### config.mk
export PLATFORM = sky130hd
export DESIGN_NAME = trap_entry_unit
export DESIGN_NICKNAME = d
export VERILOG_FILES = /design/src/rtl/trap_pkg.sv /design/src/rtl/trap_cause_fix.sv /design/src/rtl/trap_route.sv /design/src/rtl/trap_mode_bank.sv /design/src/rtl/trap_entry_unit.sv
export SDC_FILE = /design/constraint.sdc
export NUM_CORES = 1
export LEC_CHECK = 0
export ABC_AREA = 1
export BUFFER_PORTS_ARGS = -buffer_cell sky130_fd_sc_hd__buf_2
export CAP_MARGIN = 10
export CORE_AREA = 2 2 171 173
export DETAILED_ROUTE_END_ITERATION = 16
export DIE_AREA = 0 0 173 175
export PLACE_DENSITY = 0.6
export SETUP_SLACK_MARGIN = 0.02
export SYNTH_ARGS = -nofsm -noshare
export SYNTH_HDL_FRONTEND = slang
export SYNTH_SLANG_ARGS = --single-unit
### constraint.sdc
create_clock -name clk_i -period 2.4 [get_ports clk_i]
set_clock_uncertainty 0.2 [all_clocks]
set_input_delay 0.24 -clock clk_i [delete_from_list [all_inputs] [get_ports clk_i]]
set_output_delay 0.24 -clock clk_i [all_outputs]
set_load 0.03 [all_outputs]
### src/rtl/trap_pkg.sv
package trap_pkg;
  localparam logic [1:0] PRIV_U   = 2'd0;
  localparam logic [1:0] PRIV_S   = 2'd1;
  localparam logic [1:0] PRIV_RSV = 2'd2;
  localparam logic [1:0] PRIV_M   = 2'd3;

  localparam int unsigned CODE_ECALL_U = 8;

  // exception codes that carry a faulting address
  function automatic logic code_has_addr(input int unsigned code);
    case (code)
      0, 1, 4, 5, 6, 7, 12, 13, 15: code_has_addr = 1'b1;
      default:                      code_has_addr = 1'b0;
    endcase
  endfunction
endpackage

### src/rtl/trap_cause_fix.sv
module trap_cause_fix import trap_pkg::*; #(
  parameter int unsigned XLEN   = 32,
  parameter int unsigned CODE_W = 5
) (
  input  logic              irq_i,
  input  logic [CODE_W-1:0] code_i,
  input  logic [1:0]        priv_i,
  output logic [CODE_W-1:0] code_o,
  output logic [XLEN-1:0]   cause_o,
  output logic              has_addr_o
);
  localparam int unsigned PAD_W = XLEN - 1 - CODE_W;

  always_comb begin
    code_o = code_i;
    if (!irq_i && code_i == CODE_W'(CODE_ECALL_U))
      code_o = CODE_W'(CODE_ECALL_U) | CODE_W'(priv_i);
    cause_o    = {irq_i, {PAD_W{1'b0}}, code_o};
    has_addr_o = !irq_i && code_has_addr(int'(code_o));
  end
endmodule

### src/rtl/trap_route.sv
module trap_route import trap_pkg::*; #(
  parameter int unsigned CODE_W  = 5,
  localparam int unsigned DELEG_W = 1 << CODE_W
) (
  input  logic               irq_i,
  input  logic [CODE_W-1:0]  code_i,
  input  logic [1:0]         priv_i,
  input  logic [DELEG_W-1:0] medeleg_i,
  input  logic [DELEG_W-1:0] mideleg_i,
  output logic               to_s_o
);
  logic sel_bit;
  assign sel_bit = irq_i ? mideleg_i[code_i] : medeleg_i[code_i];
  assign to_s_o  = (priv_i != PRIV_M) && sel_bit;
endmodule

### src/rtl/trap_mode_bank.sv
module trap_mode_bank #(
  parameter int unsigned XLEN = 32
) (
  input  logic            clk_i,
  input  logic            rst_ni,
  input  logic            we_i,
  input  logic [XLEN-1:0] cause_i,
  input  logic [XLEN-1:0] epc_i,
  input  logic [XLEN-1:0] tval_i,
  output logic [XLEN-1:0] cause_o,
  output logic [XLEN-1:0] epc_o,
  output logic [XLEN-1:0] tval_o
);
  always_ff @(posedge clk_i or negedge rst_ni) begin
    if (!rst_ni) begin
      cause_o <= '0;
      epc_o   <= '0;
      tval_o  <= '0;
    end else if (we_i) begin
      cause_o <= cause_i;
      epc_o   <= epc_i;
      tval_o  <= tval_i;
    end
  end
endmodule

### src/rtl/trap_entry_unit.sv
module trap_entry_unit import trap_pkg::*; #(
  parameter int unsigned XLEN    = 32,
  parameter int unsigned CODE_W  = 5,
  localparam int unsigned DELEG_W = 1 << CODE_W
) (
  input  logic               clk_i,
  input  logic               rst_ni,
  input  logic               trap_i,
  input  logic               trap_irq_i,
  input  logic [CODE_W-1:0]  trap_code_i,
  input  logic [XLEN-1:0]    trap_addr_i,
  input  logic [XLEN-1:0]    pc_i,
  input  logic [XLEN-1:0]    mtvec_i,
  input  logic [XLEN-1:0]    stvec_i,
  input  logic [DELEG_W-1:0] medeleg_i,
  input  logic [DELEG_W-1:0] mideleg_i,
  input  logic               ld_i,
  input  logic [1:0]         ld_priv_i,
  input  logic               ld_mie_i,
  input  logic               ld_sie_i,
  output logic [1:0]         priv_o,
  output logic               redirect_o,
  output logic [XLEN-1:0]    redirect_pc_o,
  output logic [XLEN-1:0]    mcause_o,
  output logic [XLEN-1:0]    mepc_o,
  output logic [XLEN-1:0]    mtval_o,
  output logic [XLEN-1:0]    scause_o,
  output logic [XLEN-1:0]    sepc_o,
  output logic [XLEN-1:0]    stval_o,
  output logic               mie_o,
  output logic               mpie_o,
  output logic [1:0]         mpp_o,
  output logic               sie_o,
  output logic               spie_o,
  output logic               spp_o
);
  localparam int unsigned NMODE = 2; // 0: S bank, 1: M bank

  logic [1:0]        priv_q;
  logic              mie_q, mpie_q, sie_q, spie_q, spp_q;
  logic [1:0]        mpp_q;
  logic              redir_q;
  logic [XLEN-1:0]   redir_pc_q;

  logic [CODE_W-1:0] code_eff;
  logic [XLEN-1:0]   cause_full;
  logic              has_addr;
  logic              to_s;
  logic [XLEN-1:0]   tval_d;

  trap_cause_fix #(.XLEN(XLEN), .CODE_W(CODE_W)) u_fix (
    .irq_i      (trap_irq_i),
    .code_i     (trap_code_i),
    .priv_i     (priv_q),
    .code_o     (code_eff),
    .cause_o    (cause_full),
    .has_addr_o (has_addr)
  );

  trap_route #(.CODE_W(CODE_W)) u_route (
    .irq_i     (trap_irq_i),
    .code_i    (code_eff),
    .priv_i    (priv_q),
    .medeleg_i (medeleg_i),
    .mideleg_i (mideleg_i),
    .to_s_o    (to_s)
  );

  assign tval_d = has_addr ? trap_addr_i : '0;

  logic [XLEN-1:0] bank_cause [NMODE];
  logic [XLEN-1:0] bank_epc   [NMODE];
  logic [XLEN-1:0] bank_tval  [NMODE];

  for (genvar g = 0; g < NMODE; g++) begin : g_bank
    logic sel;
    assign sel = (g == 0) ? to_s : !to_s;
    trap_mode_bank #(.XLEN(XLEN)) u_bank (
      .clk_i   (clk_i),
      .rst_ni  (rst_ni),
      .we_i    (trap_i && sel),
      .cause_i (cause_full),
      .epc_i   (pc_i),
      .tval_i  (tval_d),
      .cause_o (bank_cause[g]),
      .epc_o   (bank_epc[g]),
      .tval_o  (bank_tval[g])
    );
  end

  always_ff @(posedge clk_i or negedge rst_ni) begin
    if (!rst_ni) begin
      priv_q     <= PRIV_M;
      mie_q      <= 1'b0;
      mpie_q     <= 1'b0;
      mpp_q      <= PRIV_U;
      sie_q      <= 1'b0;
      spie_q     <= 1'b0;
      spp_q      <= 1'b0;
      redir_q    <= 1'b0;
      redir_pc_q <= '0;
    end else begin
      redir_q <= trap_i;
      if (trap_i) begin
        if (to_s) begin
          spie_q     <= sie_q;
          spp_q      <= priv_q[0];
          sie_q      <= 1'b0;
          priv_q     <= PRIV_S;
          redir_pc_q <= stvec_i;
        end else begin
          mpie_q     <= mie_q;
          mpp_q      <= priv_q;
          mie_q      <= 1'b0;
          priv_q     <= PRIV_M;
          redir_pc_q <= mtvec_i;
        end
      end else if (ld_i) begin
        priv_q <= (ld_priv_i == PRIV_RSV) ? PRIV_U : ld_priv_i;
        mie_q  <= ld_mie_i;
        sie_q  <= ld_sie_i;
      end
    end
  end

  assign priv_o        = priv_q;
  assign redirect_o    = redir_q;
  assign redirect_pc_o = redir_pc_q;
  assign scause_o      = bank_cause[0];
  assign sepc_o        = bank_epc[0];
  assign stval_o       = bank_tval[0];
  assign mcause_o      = bank_cause[1];
  assign mepc_o        = bank_epc[1];
  assign mtval_o       = bank_tval[1];
  assign mie_o         = mie_q;
  assign mpie_o        = mpie_q;
  assign mpp_o         = mpp_q;
  assign sie_o         = sie_q;
  assign spie_o        = spie_q;
  assign spp_o         = spp_q;

  p_priv_legal_r9: assert property (@(posedge clk_i) disable iff (!rst_ni)
    priv_q != PRIV_RSV);

  p_route_from_m_r5: assert property (@(posedge clk_i) disable iff (!rst_ni)
    (trap_i && priv_q == PRIV_M) |-> !to_s);

  p_s_entry_r6: assert property (@(posedge clk_i) disable iff (!rst_ni)
    (trap_i && to_s) |=> (priv_q == PRIV_S && !sie_q && sepc_o == $past(pc_i)
                          && $stable(mepc_o)));

  p_m_entry_r7: assert property (@(posedge clk_i) disable iff (!rst_ni)
    (trap_i && !to_s) |=> (priv_q == PRIV_M && !mie_q && mepc_o == $past(pc_i)
                           && $stable(sepc_o)));

  p_irq_msb_r2: assert property (@(posedge clk_i) disable iff (!rst_ni)
    (trap_i && trap_irq_i && !to_s) |=> mcause_o[XLEN-1]);

  p_redirect_r10: assert property (@(posedge clk_i) disable iff (!rst_ni)
    trap_i |=> redirect_o);

  p_redirect_pulse_r10: assert property (@(posedge clk_i) disable iff (!rst_ni)
    !trap_i |=> !redirect_o);
endmodule

# Word level (Yosys, flattened, before mapping)
# Memory sizes are Yosys's and may differ from the RTL's.
# Index checks and enable logic that the tools add are counted.
# word_totals
word_cells	54
romBits	16
regBits	182
n_memories	1
# mem_list
name	depth	word_bits	read_ports	rd_clocked_by_memory_dff	write_ports	line	rtl
(name not given)	16	1	1	0	0	trap_pkg.sv:11	case (code)
# op_classes
reduce_logical	12
bitwise	1
eq_ne	5
magnitude_cmp	1
muxes	19
# ops
cell	count
32-bit 2-to-1 mux	2
1-bit binary-select mux with 5-bit select	2
1-bit 2-to-1 mux	10
2-bit 2-to-1 mux	4
2-bit AND reduction	4
5-bit by 6-bit less-than comparator with 1-bit output (second input constant)	1
5-bit by 4-bit == test with 1-bit output (second input constant)	1
1-bit logical AND	5
5-bit 2-to-1 mux	1
2-bit != test (second input constant)	2
2-bit == test (second input constant)	1
1-bit zero test	2
2-bit by 1-bit != test with 1-bit output (second input constant)	1
2-bit nonzero test	1
1-bit NOT	1

# Depth between registers and ports, before layout
# logic_depth
depth_word	9
depth_mapped	20
depth_no_buf	17

# By module
# A second synthesis with hierarchy kept.
# hier_totals
hier_cells	1307
area_unflattened_um2	10522.6
# by_module_without_submodules
module	n_inst	cells_each	area_per_inst_um2
trap_mode_bank	2	406	3629.7
trap_entry_unit	1	288	2133.3
trap_route	1	154	778.2
trap_cause_fix	1	53	351.6

# Worst setup path after synthesis
# Ideal clock, no wire load.
# synth_path
path_kind	register to register
startpoint	reg priv_q[0] (netlist: priv_o[0])
endpoint	reg g_bank[0].u_bank.epc_o[22]
required_time_ns	2.070
stages_incl_launch_ff	17
arrival_time_ns	2.178
setup_slack_ns	-0.108
n_path_buf	3
path_cell_list	dfstp_2 > nand4_2 > nand2_2 > buf_4 > nand2_1 > nand3_1 > nand3_1 > nand2_1 > nand2_1 > nand3_1 > nand2_2 > nor2_8 > nand3_4 > buf_6 > buf_4 > nand2_1 > o21ai_1
# synth_via
elab_chain_cells	6
elab_cells_between_ends	9
classes_between	eq/ne (1); mux (6); reduce/logical (2)
# synth_rtl
element	line	rtl
start: declaration	trap_entry_unit.sv:39	logic [1:0] priv_q;
start signal: assignment	trap_entry_unit.sv:119	priv_q <= (ld_priv_i == PRIV_RSV) ? PRIV_U : ld_priv_i;
5-bit 2-to-1 mux	trap_cause_fix.sv:16	if (!irq_i && code_i == CODE_W'(CODE_ECALL_U))
1-bit binary-select mux with 5-bit select	trap_route.sv:13	assign sel_bit = irq_i ? mideleg_i[code_i] : medeleg_i[code_i];
1-bit 2-to-1 mux (implied by the code)	trap_route.sv:13	
1-bit 2-to-1 mux	trap_route.sv:13	
1-bit logical AND (*)	trap_route.sv:14	assign to_s_o = (priv_i != PRIV_M) && sel_bit;
1-bit logical AND (*)	trap_entry_unit.sv:81	.we_i (trap_i && sel),
end signal: assignment	trap_mode_bank.sv:21	epc_o <= epc_i;
end: declaration	trap_mode_bank.sv:11	output logic [XLEN-1:0] epc_o,
# Mark *: on every way between the ends. The rest lies on a longest branch, timed or not. The select of a mux whose other input is x is not followed.
# A chain may end at the register's enable or synchronous reset.

# Worst setup path after layout
# layout_path
startpoint	reg priv_q[0] (netlist: priv_o[0])
endpoint	reg redir_pc_q[16] (netlist: redirect_pc_o[16])
# layout_via
elab_chain_cells	6
elab_cells_between_ends	9
classes_between	eq/ne (1); mux (7); reduce/logical (1)
# layout_rtl
element	line	rtl
5-bit 2-to-1 mux	trap_cause_fix.sv:16	
1-bit binary-select mux with 5-bit select	trap_route.sv:13	
1-bit 2-to-1 mux (implied by the code)	trap_route.sv:13	
1-bit 2-to-1 mux	trap_route.sv:13	
1-bit logical AND (*)	trap_route.sv:14	
32-bit 2-to-1 mux (*)	trap_entry_unit.sv:105	if (to_s) begin
end signal: assignment	trap_entry_unit.sv:110	redir_pc_q <= stvec_i;
end signal: assignment	trap_entry_unit.sv:116	redir_pc_q <= mtvec_i;
end: declaration	trap_entry_unit.sv:43	logic [XLEN-1:0] redir_pc_q;
# Marks and branches as above.

==> results.py <==
metrics = {
    "final_layout": {
        "final_common_cell": "sky130_fd_sc_hd__buf_2",
        "layout.nets": 1859,
        "diodes": 0,
        "layout_common_cells": "385 x sky130_fd_sc_hd__buf_2, 264 x sky130_fd_sc_hd__nand2_1, 180 x sky130_fd_sc_hd__dfrtp_1, 140 x sky130_fd_sc_hd__dlygate4sd3_1, 85 x sky130_fd_sc_hd__nand3_2",
        "postLayoutCoreUtil_pct": 55.8,
        "area_growth_syn_to_layout_pct": 81.1,
        "postLayoutCellArea_sq_um": 15800,
        "share_of_final_layout_standard_cells_stronger_than_drive_strength_1_pct": 47.2,
        "layout.filler_cells": 2434,
    },
    "pwr": {
        "power.internal_mw": 6.87,
        "comb_power_share_pct": 41.2,
        "power_density_nw_per_um2": 735,
        "seq_power_share_pct": 34.4,
        "clkPwrFrac_pct": 24.4,
        "p_sw_share_pct": 41.0,
        "p_switching_mw": 4.78,
        "peakVddDrop_mv": 0.359,
        "total_leakage_power_nw": 8.32,
        "power_mw": 11.6,
    },
    "synth": {
        "ys.warnings.count": 0,
        "synth.distinct_cells": 32,
        "postSynthCellCount": 1041,
        "synth_largest_area_cell": "sky130_fd_sc_hd__dfrtp_1",
        "synthTopCellsByArea": "sky130_fd_sc_hd__dfrtp_1 51%, sky130_fd_sc_hd__nand2_1 15%, sky130_fd_sc_hd__nand3_1 10%, sky130_fd_sc_hd__buf_4 5.2%, sky130_fd_sc_hd__o21ai_1 3.0%",
        "netlist_area_sq_um": 8750,
        "per_instance_average_area_after_synthesis_sq_um": 8.40,
        "synth.yosys.seq_area_share_pct": 52.1,
        "synth_seq_cells": 182,
        "synth_top_area_share_pct": 51.5,
    },
    "job": {
        "drv_cap": 0,
    },
    "worst_hold_path": {
        "holdCritStartpoint": "trap_irq_i",
        "worstHoldEndpoint": "g_bank[1].u_bank.cause_o[31]$_DFFE_PN0P_",
        "worst_hold_path.num_cells": 4,
        "worst_hold_class": "primary input to register",
    },
    "status": {
        "violations": "negative setup slack",
        "status": "finished, violations left",
    },
    "global_routing": {
        "first_pass_grt_wire_length_microns": 49700,
        "gr-total-overflow": 0,
        "grt_use_total_pct": 20.6,
        "via_count_of_the_first_global_routing_pass": 9272,
        "grt_antenna_before_repair": 0,
        "grt_start_max_net_pins": 103,
    },
    "worst_setup_path": {
        "worstRegToRegCells": 16,
        "worstPathMaxFanout": 7,
        "required_arrival_time_at_the_worst_endpoint_ns": 2.56,
        "worstSetupStartpointType": "register",
        "worst-endpoint-arrival_ns": 2.88,
        "regToRegSetupSlack_ns": -0.32,
        "rr_startpoint": "priv_o[0]$_DFFE_PN1P_",
        "regToRegEndpoint": "redirect_pc_o[16]$_DFFE_PN0P_",
        "setup.worst_path.class": "register to register",
        "end_kind": "register",
    },
    "route": {
        "detail_route.first_pass.iterations": 5,
        "via_count": 10100,
        "detail-route-antenna-nets": 0,
        "detail_route.wl_per_cell_microns": 18.6,
        "route.final.wire_length_microns": 38200,
        "drt_first_iter_violations": 722,
        "dr_vias_cell": 4.93,
        "post-route-drc-count": 0,
    },
    "placed_design": {
        "routabilityCongestion": 0.862,
        "placedInstanceArea_sq_um": 11400,
        "port_buffers": 387,
        "dp_hpwl_microns": 20800,
        "dpl_worst_slack_ns": -0.487,
    },
    "timing": {
        "finalHoldViolCount": 0,
        "finalSetupTns_ns": -46.36,
        "slew_headroom_pct": 53.3,
        "timing.final.setup_violations": 180,
        "fmax_ghz": 0.368,
        "actual_transition_at_the_worst_max_transition_pin_ns": 0.700,
        "report.final.slew_viol_count": 0,
        "setup_slack_ns": -0.321,
        "final_min_period_over_clock_period_pct": 113,
        "rsz_0062_raised_after_global_routing": "yes",
        "fin_crit_ns": 2.72,
    },
    "clocking": {
        "insertion_delay_ns": 0.42,
        "tritoncts_clock_tree": "built",
        "ctsRootBufferMaster": "sky130_fd_sc_hd__clkbuf_16",
        "numClockSinks": 182,
        "number_of_buffers_on_the_longest_clock_path": 2,
        "worst_setup_hold_path_clk_slew_ns": 0.07,
        "htree_num_levels": 4,
        "numCtsBuffers": 17,
    },
    "die": {
        "core_sq_um": 28400,
        "initial_utilization_pct": 30.8,
        "floorplan.io_pins": 440,
        "floorplan.die.width_microns": 173,
        "std_cell_rows": 62,
        "die_height_microns": 175,
        "floorplan.die_area_sq_um": 30300,
    },
}
[synth_stat cells (all sizes together)]
master / n
nand2: 353
dfrtp: 180
a21oi: 2
inv: 45
o21ai: 74
nand3b: 32
buf: 97
clkbuf: 27
dfstp: 2
o311ai: 1
nor2: 12
nand4: 35
clkinv: 1
a32oi: 1
conb: 1
nand3: 178
[registers in the layout, indices dropped and copies added, names as in the netlist]
name,count
g_bank.u_bank.epc_o,64
g_bank.u_bank.tval_o,64
redirect_pc_o,32
g_bank.u_bank.cause_o,12
mpp_o,2
priv_o,2
mie_o,1
mpie_o,1
redirect_o,1
sie_o,1
spie_o,1
spp_o,1
[repair_timing]
item	CTS	global route
setup buffers	6	28
hold buffers	140	0
cloned	8	32
setup endpoints to repair	180	181
resized for setup	13	291
endpoints found under the hold margin	339	0
pin swaps	5	61
[layer usage]
| metal | vias to the layer above | global-route usage [%] | wire length (microns) |
|---|---|---|---|
| met4 | 0 | 7.17 | 1360 |
| met2 | 543 | 34.8 | 18700 |
| met3 | 100 | 4.37 | 2550 |
| li1 | 4567 | - | - |
| met1 | 4888 | 26.1 | 15600 |
| met5 | - | 0 | 0 |
[how the worst max path moves through the flow]
stage	cells past startpoint	endpoint	startpoint
6_report	16	redirect_pc_o[16]$_DFFE_PN0P_	priv_o[0]$_DFFE_PN1P_
5_1_grt	16	g_bank[1].u_bank.tval_o[7]$_DFFE_PN0P_	priv_o[0]$_DFFE_PN1P_
4_1_cts	14	g_bank[0].u_bank.epc_o[0]$_DFFE_PN0P_	priv_o[0]$_DFFE_PN1P_
3_5_place_dp	13	g_bank[1].u_bank.tval_o[5]$_DFFE_PN0P_	trap_code_i[2]
3_3_place_gp	13	g_bank[1].u_bank.tval_o[5]$_DFFE_PN0P_	trap_code_i[2]
2_1_floorplan	16	g_bank[0].u_bank.epc_o[22]$_DFFE_PN0P_	priv_o[0]$_DFFE_PN1P_
[power groups by stage]
| stage | clock [mW] | combinational (mW) | sequential [mW] |
|---|---|---|---|
| 2_1_floorplan | 0 | 1.16 | 5.07 |
| 3_3_place_gp | 0 | 3.46 | 3.97 |
| 5_1_grt | 3.03 | 5.05 | 4.06 |
| 3_5_place_dp | 0 | 3.49 | 3.97 |
| 6_report | 2.84 | 4.80 | 4.00 |
| 4_1_cts | 2.90 | 3.82 | 3.92 |
[logic make-up (layout without fill, tap and decap cells)]
kind of cell | Yosys count | in the layout | synth area share (%)
AND/OR/NAND/NOR | 610 | 612 | 32.0
flip-flops | 182 | 182 | 52.1
AO/OA/AOI/OAI | 78 | 78 | 4.72
buffers and inverters | 170 | 742 | 11.1
other | 1 | 52 | 0.0429
[metrics by stage]
stage	instances	hold WS, ns
2_1_floorplan	1092	-0.256
3_3_place_gp	1804	-0.00742
3_5_place_dp	1804	-0.00415
4_1_cts	1990	0.0292
5_1_grt	2050	0.0467
6_report	2050	0.0499
[critical path, cell delays in order (launching register included)]
cell	delay [ns]
sky130_fd_sc_hd__dfstp_2	0.60
sky130_fd_sc_hd__inv_2	0.06
sky130_fd_sc_hd__nand4_1	0.16
sky130_fd_sc_hd__nand2_4	0.11
sky130_fd_sc_hd__buf_12	0.15
sky130_fd_sc_hd__buf_6	0.11
sky130_fd_sc_hd__nand2_2	0.04
sky130_fd_sc_hd__nand3_1	0.06
sky130_fd_sc_hd__nand3_1	0.11
sky130_fd_sc_hd__nand3_2	0.10
sky130_fd_sc_hd__a21oi_4	0.20
sky130_fd_sc_hd__nor2_8	0.08
sky130_fd_sc_hd__nand2_8	0.15
sky130_fd_sc_hd__buf_12	0.18
sky130_fd_sc_hd__clkbuf_16	0.17
sky130_fd_sc_hd__nand3_4	0.06
sky130_fd_sc_hd__nand3_2	0.11
[cell type report]
cell class,instances,area [sq um],share of cell area [%]
Multi-Input combinational cell,742,4550,28.7
Clock buffer,18,429,2.71
Sequential cell,182,4560,28.8
Timing Repair Buffer,664,5500,34.7
Clock inverter,14,158,0.995
Inverter,46,173,1.09
Tap cell,384,480,3.03
(Power assumes the default switching activity.)
